### src/rtl/lldma_pkg.sv
package lldma_pkg;

  typedef enum logic [3:0] {
    S_IDLE,   // waiting for start
    S_HRD,    // request header read
    S_HWAIT,  // header data returns
    S_MARK,   // write header back with marker
    S_PRD,    // request payload read
    S_PWAIT,  // payload data returns
    S_POUT,   // offer payload word downstream
    S_CINIT,  // set up clearing pass
    S_CRD,    // request header read (clearing)
    S_CWAIT,  // header data returns (clearing)
    S_CWR,    // write header back without marker
    S_FIN     // completion pulse
  } walk_st_e;

endpackage

### src/rtl/lldma_rst_sync.sv
module lldma_rst_sync (
  input  logic clk,
  input  logic rst_n,
  output logic rst_n_sync
);
  logic [1:0] sync_q;

  always_ff @(posedge clk or negedge rst_n) begin
    if (!rst_n) sync_q <= 2'b00;
    else        sync_q <= {sync_q[0], 1'b1};
  end

  assign rst_n_sync = sync_q[1];
endmodule

### src/rtl/lldma_hdr_decode.sv
module lldma_hdr_decode #(
  parameter int DATA_W = 32,
  parameter int LINK_W = 24,
  parameter int LEN_W  = 8,
  parameter int MEM_AW = 19
) (
  input  logic [DATA_W-1:0] hdr,
  output logic [LEN_W-1:0]  len,
  output logic [MEM_AW-1:0] word,
  output logic              is_term
);
  localparam logic [LINK_W-1:0] TERM = '1;

  assign len     = hdr[DATA_W-1 -: LEN_W];
  assign word    = hdr[MEM_AW+1:2];
  assign is_term = (hdr[LINK_W-1:0] == TERM);
endmodule

### src/rtl/lldma_tally.sv
module lldma_tally #(
  parameter int CNT_W  = 32,
  parameter int LEN_W  = 8,
  parameter int NODE_W = 20
) (
  input  logic              clk,
  input  logic              rst_n,
  input  logic              clr,
  input  logic              add,
  input  logic [LEN_W-1:0]  len,
  output logic [CNT_W-1:0]  total,
  output logic [NODE_W-1:0] nodes
);
  logic [CNT_W-1:0]  total_d;
  logic [NODE_W-1:0] nodes_d;
  logic              upd_en;

  always_comb begin
    upd_en  = clr | add;
    total_d = clr ? '0 : total + CNT_W'(len) + CNT_W'(1);
    nodes_d = clr ? '0 : nodes + NODE_W'(1);
  end

  always_ff @(posedge clk or negedge rst_n) begin
    if (!rst_n) begin
      total <= '0;
      nodes <= '0;
    end else if (upd_en) begin
      total <= total_d;
      nodes <= nodes_d;
    end
  end
endmodule

### src/rtl/lldma_walker.sv
module lldma_walker
  import lldma_pkg::*;
#(
  parameter int LINK_W = 24,
  parameter int LEN_W  = 8,
  parameter int MEM_AW = 19,
  parameter int DATA_W = 32,
  parameter int CNT_W  = 32,
  parameter int NODE_W = 20
) (
  input  logic              clk,
  input  logic              rst_n,
  input  logic              start,
  input  logic [LINK_W-1:0] start_addr,
  output logic              mem_req,
  output logic              mem_we,
  output logic [MEM_AW-1:0] mem_addr,
  output logic [DATA_W-1:0] mem_wdata,
  input  logic              mem_gnt,
  input  logic [DATA_W-1:0] mem_rdata,
  output logic              cmd_valid,
  output logic [DATA_W-1:0] cmd_data,
  input  logic              cmd_ready,
  output logic              busy,
  output logic              done,
  output logic [CNT_W-1:0]  word_total
);
  localparam int MARK_BIT = LINK_W - 1;
  localparam logic [LINK_W-1:0] TERM = '1;
  localparam logic [DATA_W-1:0] MARK_MASK = DATA_W'(1) << MARK_BIT;

  logic rst_n_i;

  walk_st_e          st_q, st_d;
  logic [MEM_AW-1:0] cur_q, cur_d, base_q, base_d, paddr_q, paddr_d;
  logic [DATA_W-1:0] hdr_q, hdr_d, cmd_q, cmd_d;
  logic [LEN_W-1:0]  rem_q, rem_d;
  logic [NODE_W-1:0] left_q, left_d, nodes;
  logic              t_clr, t_add, advance;

  logic [LEN_W-1:0]  rd_len, hq_len;
  logic [MEM_AW-1:0] rd_word, hq_word;
  logic              rd_term, hq_term, rd_tagged;

  lldma_rst_sync i_rst (.clk(clk), .rst_n(rst_n), .rst_n_sync(rst_n_i));

  lldma_hdr_decode #(.DATA_W(DATA_W), .LINK_W(LINK_W), .LEN_W(LEN_W), .MEM_AW(MEM_AW))
    i_dec_rd (.hdr(mem_rdata), .len(rd_len), .word(rd_word), .is_term(rd_term));

  lldma_hdr_decode #(.DATA_W(DATA_W), .LINK_W(LINK_W), .LEN_W(LEN_W), .MEM_AW(MEM_AW))
    i_dec_hq (.hdr(hdr_q), .len(hq_len), .word(hq_word), .is_term(hq_term));

  lldma_tally #(.CNT_W(CNT_W), .LEN_W(LEN_W), .NODE_W(NODE_W))
    i_tally (.clk(clk), .rst_n(rst_n_i), .clr(t_clr), .add(t_add), .len(rd_len),
             .total(word_total), .nodes(nodes));

  assign rd_tagged = mem_rdata[MARK_BIT] & ~rd_term;

  // next-state logic
  always_comb begin
    st_d    = st_q;
    cur_d   = cur_q;
    base_d  = base_q;
    paddr_d = paddr_q;
    hdr_d   = hdr_q;
    cmd_d   = cmd_q;
    rem_d   = rem_q;
    left_d  = left_q;
    t_clr   = 1'b0;
    t_add   = 1'b0;
    advance = 1'b0;
    unique case (st_q)
      S_IDLE: if (start) begin
        t_clr  = 1'b1;
        base_d = start_addr[MEM_AW+1:2];
        cur_d  = start_addr[MEM_AW+1:2];
        st_d   = (start_addr == TERM) ? S_CINIT : S_HRD;
      end
      S_HRD:   if (mem_gnt) st_d = S_HWAIT;
      S_HWAIT: begin
        hdr_d = mem_rdata;
        if (rd_tagged) st_d = S_CINIT;
        else begin
          t_add   = 1'b1;
          rem_d   = rd_len;
          paddr_d = cur_q + MEM_AW'(1);
          if (rd_term) st_d = (rd_len != '0) ? S_PRD : S_CINIT;
          else         st_d = S_MARK;
        end
      end
      S_MARK: if (mem_gnt) begin
        if (hq_len != '0) st_d = S_PRD;
        else              advance = 1'b1;
      end
      S_PRD:   if (mem_gnt) st_d = S_PWAIT;
      S_PWAIT: begin
        cmd_d = mem_rdata;
        st_d  = S_POUT;
      end
      S_POUT: if (cmd_ready) begin
        rem_d   = rem_q - LEN_W'(1);
        paddr_d = paddr_q + MEM_AW'(1);
        if (rem_q == LEN_W'(1)) advance = 1'b1;
        else                    st_d = S_PRD;
      end
      S_CINIT: begin
        cur_d  = base_q;
        left_d = nodes;
        st_d   = (nodes == '0) ? S_FIN : S_CRD;
      end
      S_CRD:   if (mem_gnt) st_d = S_CWAIT;
      S_CWAIT: begin
        hdr_d = mem_rdata;
        st_d  = rd_term ? S_FIN : S_CWR;
      end
      S_CWR: if (mem_gnt) begin
        left_d = left_q - NODE_W'(1);
        cur_d  = hq_word;
        st_d   = (left_q == NODE_W'(1)) ? S_FIN : S_CRD;
      end
      S_FIN:   st_d = S_IDLE;
      default: st_d = S_IDLE;
    endcase
    if (advance) begin
      if (hq_term) st_d = S_CINIT;
      else begin
        st_d  = S_HRD;
        cur_d = hq_word;
      end
    end
  end

  // state registers
  always_ff @(posedge clk or negedge rst_n_i) begin
    if (!rst_n_i) begin
      st_q    <= S_IDLE;
      cur_q   <= '0;
      base_q  <= '0;
      paddr_q <= '0;
      hdr_q   <= '0;
      cmd_q   <= '0;
      rem_q   <= '0;
      left_q  <= '0;
    end else begin
      st_q    <= st_d;
      cur_q   <= cur_d;
      base_q  <= base_d;
      paddr_q <= paddr_d;
      hdr_q   <= hdr_d;
      cmd_q   <= cmd_d;
      rem_q   <= rem_d;
      left_q  <= left_d;
    end
  end

  always_comb begin
    mem_req   = (st_q == S_HRD) || (st_q == S_MARK) || (st_q == S_PRD) ||
                (st_q == S_CRD) || (st_q == S_CWR);
    mem_we    = (st_q == S_MARK) || (st_q == S_CWR);
    mem_addr  = (st_q == S_PRD) ? paddr_q : cur_q;
    mem_wdata = (st_q == S_MARK) ? (hdr_q | MARK_MASK) : (hdr_q & ~MARK_MASK);
    cmd_valid = (st_q == S_POUT);
    cmd_data  = cmd_q;
    busy      = (st_q != S_IDLE);
    done      = (st_q == S_FIN);
  end
endmodule

### config.mk
export PLATFORM = sky130hd
export DESIGN_NAME = lldma_walker
export DESIGN_NICKNAME = d
export VERILOG_FILES = /design/src/rtl/lldma_pkg.sv /design/src/rtl/lldma_rst_sync.sv /design/src/rtl/lldma_hdr_decode.sv /design/src/rtl/lldma_tally.sv /design/src/rtl/lldma_walker.sv
export SDC_FILE = /design/constraint.sdc
export NUM_CORES = 1
export LEC_CHECK = 0
export ABC_AREA = 0
export BUFFER_PORTS_ARGS = -buffer_cell sky130_fd_sc_hd__buf_2
export CAP_MARGIN = 30
export CORE_ASPECT_RATIO = 0.6
export CORE_UTILIZATION = 50
export DETAILED_ROUTE_END_ITERATION = 8
export PLACE_DENSITY = 0.75
export SLEW_MARGIN = 20
export SYNTH_ARGS = -nofsm -noshare
export SYNTH_HDL_FRONTEND = slang
export SYNTH_SLANG_ARGS = --single-unit
### constraint.sdc
create_clock -name clk -period 6.8 [get_ports clk]
set_input_delay 1.02 -clock clk [delete_from_list [all_inputs] [get_ports clk]]
set_output_delay 1.02 -clock clk [all_outputs]
set_load 0.02 [all_outputs]
* Yosys cells after proc, flatten, opt, wreduce, memory -nomap -nowiden
Cells that the tools add are included.
** Storage, ports and cells
- Input port bits :: 61
- Logic and storage cells :: 111
- Register bits :: 207
** Cells by class
- Eq/ne operators :: 28
- Reduce and logical (&&, ||, !) cells :: 17
- Bitwise gates (word level) :: 3
- Muxes and demuxes :: 45
- Add/sub/neg operators :: 7
** Operators with widths (count)
- 19-bit two-way mux :: 7
- 24-bit equality test (second input constant) :: 3
- 19-bit case mux with 3 select lines :: 1
- 4-bit case mux with 11 select lines :: 1
- 20-bit two-way mux :: 2
- 4-bit two-way mux :: 10
- 20-bit case mux with 2 select lines :: 1
- 19-bit by 1-bit adder with 19-bit output (second input constant) :: 2
- 19-bit case mux with 2 select lines :: 1
- 32-bit by 1-bit adder with 32-bit output (second input constant) :: 1
- 32-bit by 8-bit adder with 32-bit output :: 1
- 32-bit two-way mux :: 1
- 24-bit two-way mux :: 1
- 3-bit inequality test (second input constant) :: 8
- 20-bit by 1-bit adder with 20-bit output (second input constant) :: 1
- 20-bit by 1-bit equality test with 1-bit output (second input constant) :: 1
- 20-bit zero test :: 1
- 20-bit by 1-bit subtractor with 20-bit output (second input constant) :: 1
- 4-bit by 3-bit equality test with 1-bit output (second input constant) :: 4
- 4-bit equality test (second input constant) :: 4
- 8-bit two-way mux :: 2
- 8-bit case mux with 2 select lines :: 1
- 8-bit nonzero test :: 2
- 3-bit two-way mux :: 4
- 21 further kinds :: 39

* Logic depth before layout (Yosys ltp)
Gate-level depths: netlist (run 1).
- Depth in word-level cells :: 6
- Mapped depth :: 15

* Modules after synthesis
A second synthesis (run 1) with hierarchy kept.
** Unflattened totals
- Cell total of the unflattened synthesis :: 1267
- Area, all modules :: 12265.5 um^2
** By module, submodules not included
- lldma_walker :: cells each 859, area an instance 8603.3 um^2, instances 1
- lldma_tally :: cells each 335, area an instance 3093.0 um^2, instances 1
- lldma_hdr_decode :: cells each 35, area an instance 257.7 um^2, instances 2
- lldma_rst_sync :: cells each 3, area an instance 53.8 um^2, instances 1

* Worst setup path after synthesis (run 1)
Ideal clock, no wire load.
- Kind :: register to register
- From :: register st_q[3]
- To :: register paddr_q[14]
- Arrival :: 2.815 ns
- Setup slack :: 3.838 ns
- Required time :: 6.653 ns
- Buffers on the path :: 4
- Period minus slack after synthesis :: 2.962 ns
- Stages on the path, launching flop included :: 14
- Path through :: dfrtp_1 -> nand4bb_1 -> buf_2 -> inv_1 -> buf_2 -> buf_1 -> buf_1 -> nand2_1 -> nand2_1 -> ha_1 -> and3_1 -> a31oi_1 -> a2111oi_0 -> a311oi_1
** Between the ends
- Cells in the longest elaborated chain, start to end :: 3
- Elaborated cells between the ends (all ways) :: 7
** Ends and longest elaborated chain
- from (decl) :: RTL line lldma_walker.sv:34 : walk_st_e st_q, st_d;
- from (signal assigned) :: RTL line lldma_walker.sv:145 : st_q <= st_d;
- 4-bit by 3-bit equality test with 1-bit output *
- named net cmd_valid :: RTL line lldma_walker.sv:21 : output logic cmd_valid,
- 2-bit by 1-bit inequality test with 1-bit output (no line) / 2-bit nonzero test (equally long branches)
- 3-bit AND reduction (no line)
- to (signal assigned) :: RTL line lldma_walker.sv:148 : paddr_q <= paddr_d;
- to (decl) :: RTL line lldma_walker.sv:35 : logic [MEM_AW-1:0] cur_q, cur_d, base_q, base_d, paddr_q, paddr_d;
Mark *: on every way through the listed nets, which the timed path passes. The rest lies on a longest branch.
A chain may end at the register's enable or synchronous reset.

* Final worst setup path (run 1)
- From :: register st_q[0]
- To :: register cur_q[9]
** Between the ends
- Cells in the longest elaborated chain, start to end :: 4
- Elaborated cells between the ends (all ways) :: 9
** Ends and longest elaborated chain
- 4-bit equality test (tied with other cells) :: RTL line lldma_walker.sv:72 : unique case (st_q)
- 19-bit case mux with 3 select lines :: RTL line lldma_walker.sv:72
- 19-bit two-way mux :: RTL line lldma_walker.sv:125 : if (hq_term) st_d = S_CINIT;
- 19-bit two-way mux * :: RTL line lldma_walker.sv:124 : if (advance) begin
- named net cur_d[9] :: RTL line lldma_walker.sv:35
- to (signal assigned) :: RTL line lldma_walker.sv:146 : cur_q <= cur_d;
- to (decl) :: RTL line lldma_walker.sv:35
Marks and branches as above.

==> metrics.cfg, run 1 <==
[clock_tree]
cts_setup_buffers = 0
clock-sinks = 207
clock_latency_ns = 0.51
clk_pin_slew_ns = 0.06
cts_buffers = 21
cts_root_buf = clkbuf_16
clk_path_buf_depth = 3
tritoncts = built
h-tree-depth = 1
cts_hold_buf = 0
cts_resized = 0

[timing]
finalSetupTns_ns = 0
rsz0062_at_grt = no
slew_headroom_pct = 38.26
fin_ws_ns = 2.546
period_needed_ns = 4.254
timing.final.crit_share_pct = 62.56
max_freq_mhz = 235.1
hold_viol = 0
tightest_slew_ns = 0.9254
setup_viol_count_final = 0
skew_ns = 0.01062
drv_slew = 0

[synth]
syn-num-nets = 1324
synth_area_per_cell_um2 = 9.348
synth_area_leaders = dfrtp_1 44%, mux2_2 8.2%, nand2_1 4.9%, a21oi_1 3.2%, o21ai_0 3.0%
netlist_area_mm2 = 0.01166
yosys.area.top_type = dfrtp_1
async_reset_ff_share_pct = 100.0
yosysSeqAreaShare_pct = 44.43
ys_ff_latch = 207
yosysWarnings = 0
synth_ff_type = dfrtp_1
synth_edf_count = 0
synth_top_area_share_pct = 44.43
synth_cells = 1247
yosysUniqueCellTypes = 84

[global_route]
gr-usage-all-layers_pct = 28.27
grt_max_degree = 68
overflow = 0
grt_pass1_wl_um = 53150
antenna_found_initial = 0
first_global_vias = 9543

[hold_path]
hold_path.class = in -> async

[die]
die_y_um = 120.3
boundaryPins = 181
start_util_pct = 51.95
dieArea_mm2 = 0.02395
core_mm2 = 0.02244
dieWidth_um = 199.1
core.rowCount = 42

[cells_and_area]
final_util_pct = 59.23
layout-drive-gt1-share_pct = 25.18
num-nets-final = 1437
area_growth_pct = 14.02
fillers = 1971
finalNonFillerCells = 1682
antennaDiodeCount = 0

[run_status]
status = complete, no violations

[detailed_routing]
routed.top_layer = met4
met1Wirelength_um = 15680
via_count = 10439
post_drt_wl_per_cell_um = 20.07
drt-initial-drc-count = 1248
viasPerCell = 6.206
drt_wl_total_um = 33760
wl_met2_um = 13230
drt_pass1_iterations = 8
wl_met3_um = 4191
ant_nets = 0
drc = 0

[worst_setup_path]
worstReg2RegEnd = cur_q[9]
crit_fanout = 55
reg2reg_depth = 9
regToRegStartpoint = st_q[0]
rrSetupSlack_ns = 2.55
worstSetupPathType = reg -> reg
arrival_ns = 4.60
end_kind = flop
cp-start-kind = flop
cp.required_ns = 7.14

[placed_design]
dp_hpwl_um = 24030
dp_cells = 1644
portBuffers = 180
pre_cts_ws_ns = 2.698
place.gp.congestion = 0.9864

[power]
power_density_mw_per_mm2 = 456.5
ir_worst_vdd_mv = 0.3442
p_leak_uw = 0.005775

[flow_run]
drv_cap = 0

-- where the power goes --
| group | switching (µW) | internal [µW] | leakage, µW |
|---|---|---|---|
| logic | 1520 | 1060 | 0.00284 |
| clock network | 499 | 652 | 0.000335 |
| registers | 626 | 1710 | 0.00260 |
| total | 2640 | 3420 | 0.00577 |
-- layout by cell type, fill, tap and decap left out, drive strengths merged, types with 11 or more instances in the layout --
| master | instances |
|---|---|
| a222oi | 19 |
| o2bb2ai | 22 |
| buf | 197 |
| nand3 | 48 |
| o21ai | 72 |
| nor2 | 94 |
| ha | 15 |
| clkbuf | 30 |
| a211oi | 11 |
| mux2 | 85 |
| or3 | 14 |
| xnor2 | 29 |
| nand2 | 152 |
| inv | 23 |
| dfrtp | 207 |
| nand4 | 40 |
| nor4 | 31 |
| a21oi | 76 |
| and2 | 12 |
| nor3 | 37 |
-- metal layers --
metal	vias up	GRT usage, %
li1	4795	-
met1	5036	44.29
met2	550	37.59
met3	58	8.173
met4	0	6.394
met5	-	0
-- synthesized netlist by cell type, drive strengths merged (9+ instances only) --
cell type	instances
inv	22
xnor2	29
a211oi	11
clkbuf	44
o2bb2ai	22
o22ai	10
a222oi	19
mux2	85
a21oi	76
o21ai	72
nand2	152
nor3	37
nor4	31
nor2	94
nand4	40
nor3b	10
and2	12
ha	15
nand3	48
dfrtp	207
buf	64
or3	14
a22oi	9
-- worst max-delay path: stages (launching register included) --
cell and delay [ns]:
dfrtp_1 0.60, nand4bb_2 0.33, buf_4 0.33, inv_1 0.60
buf_4 0.38, and2_1 0.48, nand3_1 0.32, o21a_1 0.23
nor2_2 0.63, o2bb2ai_1 0.17
-- cell type report --
cell class / instances / area [µm²] / area share, %
Multi-Input combinational cell: 910 / 5882 / 44.25
Sequential cell: 207 / 5184 / 39.00
Timing Repair Buffer: 198 / 1090 / 8.199
Clock buffer: 29 / 595.6 / 4.481
Tap cell: 308 / 385.4 / 2.899
Inverter: 22 / 82.58 / 0.6213
Clock inverter: 8 / 72.57 / 0.5460
-- flip-flops by register name, indices dropped and copies added, names as in the netlist --
signal         flops
paddr_q           19
i_tally.nodes     20
cmd_data          32
i_rst.sync_q       2
rem_q              8
base_q            19
i_tally.total     32
cur_q             19
st_q               4
left_q            20
hdr_q             32
-- worst max-delay path by stage --
stage,from,end,slack [ns],depth (start not counted)
after detailed placement,st_q[0],cur_q[9],2.70,9
final,st_q[0],cur_q[9],2.55,9
after global placement,st_q[0],cur_q[17],2.86,9
after floorplan,i_rst.sync_q[1],base_q[0],0.60,0
after global routing,st_q[0],cur_q[9],2.31,9
after CTS,st_q[0],cur_q[9],2.67,9
-- kinds of logic after synthesis --
family / share of synthesized area [%]
other: 0.03217
xor gates and xnor gates: 2.630
muxes: 8.554
buffers and inverters: 5.409
and+or+nand+nor: 20.79
adders and majority gates: 1.782
AOI/OAI and AO/OA: 16.37
DFF: 44.43
-- per-stage QoR --
stage                     hold WS [ns]  power (µW)  instance area (µm²)
after floorplan                 0.3312        4117                11660
after global placement          0.3352        4773                12520
after detailed placement        0.3379        4866                12620
after CTS                       0.2825        6034                13280
after global routing            0.2848        6423                13290
final                           0.2936        6067                13290
Power figures use the tool's default switching activity.
==> run 2: changes to the inputs <==
==> constraint.sdc (replaced) <==
create_clock -name clk -period 4.3 [get_ports clk]
set_input_delay 0.645 -clock clk [delete_from_list [all_inputs] [get_ports clk]]
set_output_delay 0.645 -clock clk [all_outputs]
set_load 0.02 [all_outputs]
==> metrics.cfg, run 2 (synthesis gave the netlist of run 1 again) <==
[detailed_routing]
drc = 0
drt_pass1_iterations = 7
via_count = 10491
drt-initial-drc-count = 1261
ant_nets = 0
viasPerCell = 6.226
drt_wl_total_um = 33730
post_drt_wl_per_cell_um = 20.01

[placed_design]
place.gp.congestion = 0.9690
dp_cells = 1648
pre_cts_ws_ns = 0.6631
dp_hpwl_um = 24000
portBuffers = 180

[global_route]
antenna_found_initial = 1
overflow = 0
grt_max_degree = 81
grt_pass1_wl_um = 53790
gr-usage-all-layers_pct = 28.51
first_global_vias = 9582

[worst_setup_path]
critPathMaxStageDelay_ns = 0.73
crit_fanout = 21
cp_common_cell = nand2_1
cp.required_ns = 4.69
worstSetupPathType = reg -> reg
end_kind = flop
crit_chain = nand4bb_2 -> inv_1 -> nand2_1 -> nand2_1 -> ha_1 -> and3_1 -> a31oi_1 -> a2111oi_0 -> a311oi_1
arrival_ns = 4.18
critPathSlowestCell = dfrtp_1
cp-start-kind = flop

[timing]
skew_ns = 0.02462
tightest_slew_ns = 1.052
finalSetupTns_ns = 0
fin_ws_ns = 0.5058
max_freq_mhz = 263.6
rsz0062_at_grt = no
timing.final.crit_share_pct = 88.24
drv_slew = 0
period_needed_ns = 3.794
setup_viol_count_final = 0
hold_viol = 0
slew_headroom_pct = 29.85

[flow_run]
drv_cap = 0

[clock_tree]
clk_path_buf_depth = 3
cts_buffers = 21
cts_setup_buffers = 0
h-tree-depth = 1
tritoncts = built
clock-sinks = 207
cts_root_buf = clkbuf_16
clock_latency_ns = 0.53
cts_resized = 0
cts_hold_buf = 1
clk_pin_slew_ns = 0.07

[die]
boundaryPins = 181
start_util_pct = 51.95
core.rowCount = 42
core_mm2 = 0.02244
dieArea_mm2 = 0.02395
die_y_um = 120.3
dieWidth_um = 199.1

[cells_and_area]
multiInputGateArea_mm2 = 0.005888
final_util_pct = 59.26
layout-drive-gt1-share_pct = 25.29
area_growth_pct = 14.07
fillers = 1947
num-nets-final = 1441
seq_area_mm2 = 0.005184
layout_commonest_cell = dfrtp_1
layout_common_cells = 206 x dfrtp_1, 180 x buf_2, 152 x nand2_1
finalNonFillerCells = 1685

[run_status]
status = complete, no violations

[power]
internal_power_uw = 5404
power_density_mw_per_mm2 = 719.5
ir_worst_vdd_mv = 0.4841
p_sw_share_pct = 43.52
comb_power_share_pct = 42.6
switchingPower_uw = 4164
p_clk_share_pct = 19.0
p_leak_uw = 0.005774
p_seq_share_pct = 38.4

[hold_path]
hold_path.class = reg -> reg

-- run 2: worst paths after layout --
kind | from | endpoint | slack [ns] | cells past startpoint
worst max-delay path | st_q[2] | paddr_q[14] | 0.51 | 9
worst min-delay path | i_rst.sync_q[0] | i_rst.sync_q[1] | 0.35 | 0
worst max register to register | st_q[2] | paddr_q[14] | 0.51 | 9
worst min register to register | i_rst.sync_q[0] | i_rst.sync_q[1] | 0.35 | 0
max in group asynchronous | i_rst.sync_q[1] | base_q[9] | 2.92 | 1
min in group asynchronous | i_rst.sync_q[1] | hdr_q[22] | 0.38 | 0
-- run 2: final cells by class --
type	instances	area share, %
multi-input combinational	910	44.28
sequential	207	38.98
antenna	1	0.01882
tap	308	2.898
inverter	22	0.6210
timing repair buffer	202	8.280
clock inverter	7	0.5457
clock buffer	28	4.375
-- run 2: routing by layer --
layer | global-route usage (%) | routed length (µm)
met1 | 45.86 | 15960
met2 | 38.13 | 13310
met3 | 7.057 | 3961
met4 | 4.808 | 484
met5 | 0 | 12
-- run 2: stage by stage --
step                hold WS (ns)  instance area, µm²  total power [µW]
floorplan                 0.3311               11660              6510
global placement          0.3344               12600              7558
detailed placement        0.3355               12620              7674
CTS                       0.3486               13290              9512
global route              0.3604               13300             10140
finish                    0.3475               13300              9568
-- run 2: power groups by stage --
| stage | sequential [µW] | combinational [µW] | clock (µW) |
|---|---|---|---|
| CTS | 3630 | 4040 | 1840 |
| floorplan | 3510 | 3000 | 0 |
| global placement | 3630 | 3930 | 0 |
| detailed placement | 3650 | 4020 | 0 |
| global route | 3790 | 4420 | 1930 |
| finish | 3680 | 4070 | 1820 |
-- run 2: worst max-delay path, delay by kind of cell, from the launching register on --
| kind | cells | cell delay [ns] |
|---|---|---|
| buffers and inverters | 1 | 0.56 |
| and+or+nand+nor | 4 | 1.13 |
| adders and majority gates | 1 | 0.55 |
| AOI/OAI and AO/OA | 3 | 0.68 |
| DFF | 1 | 0.73 |
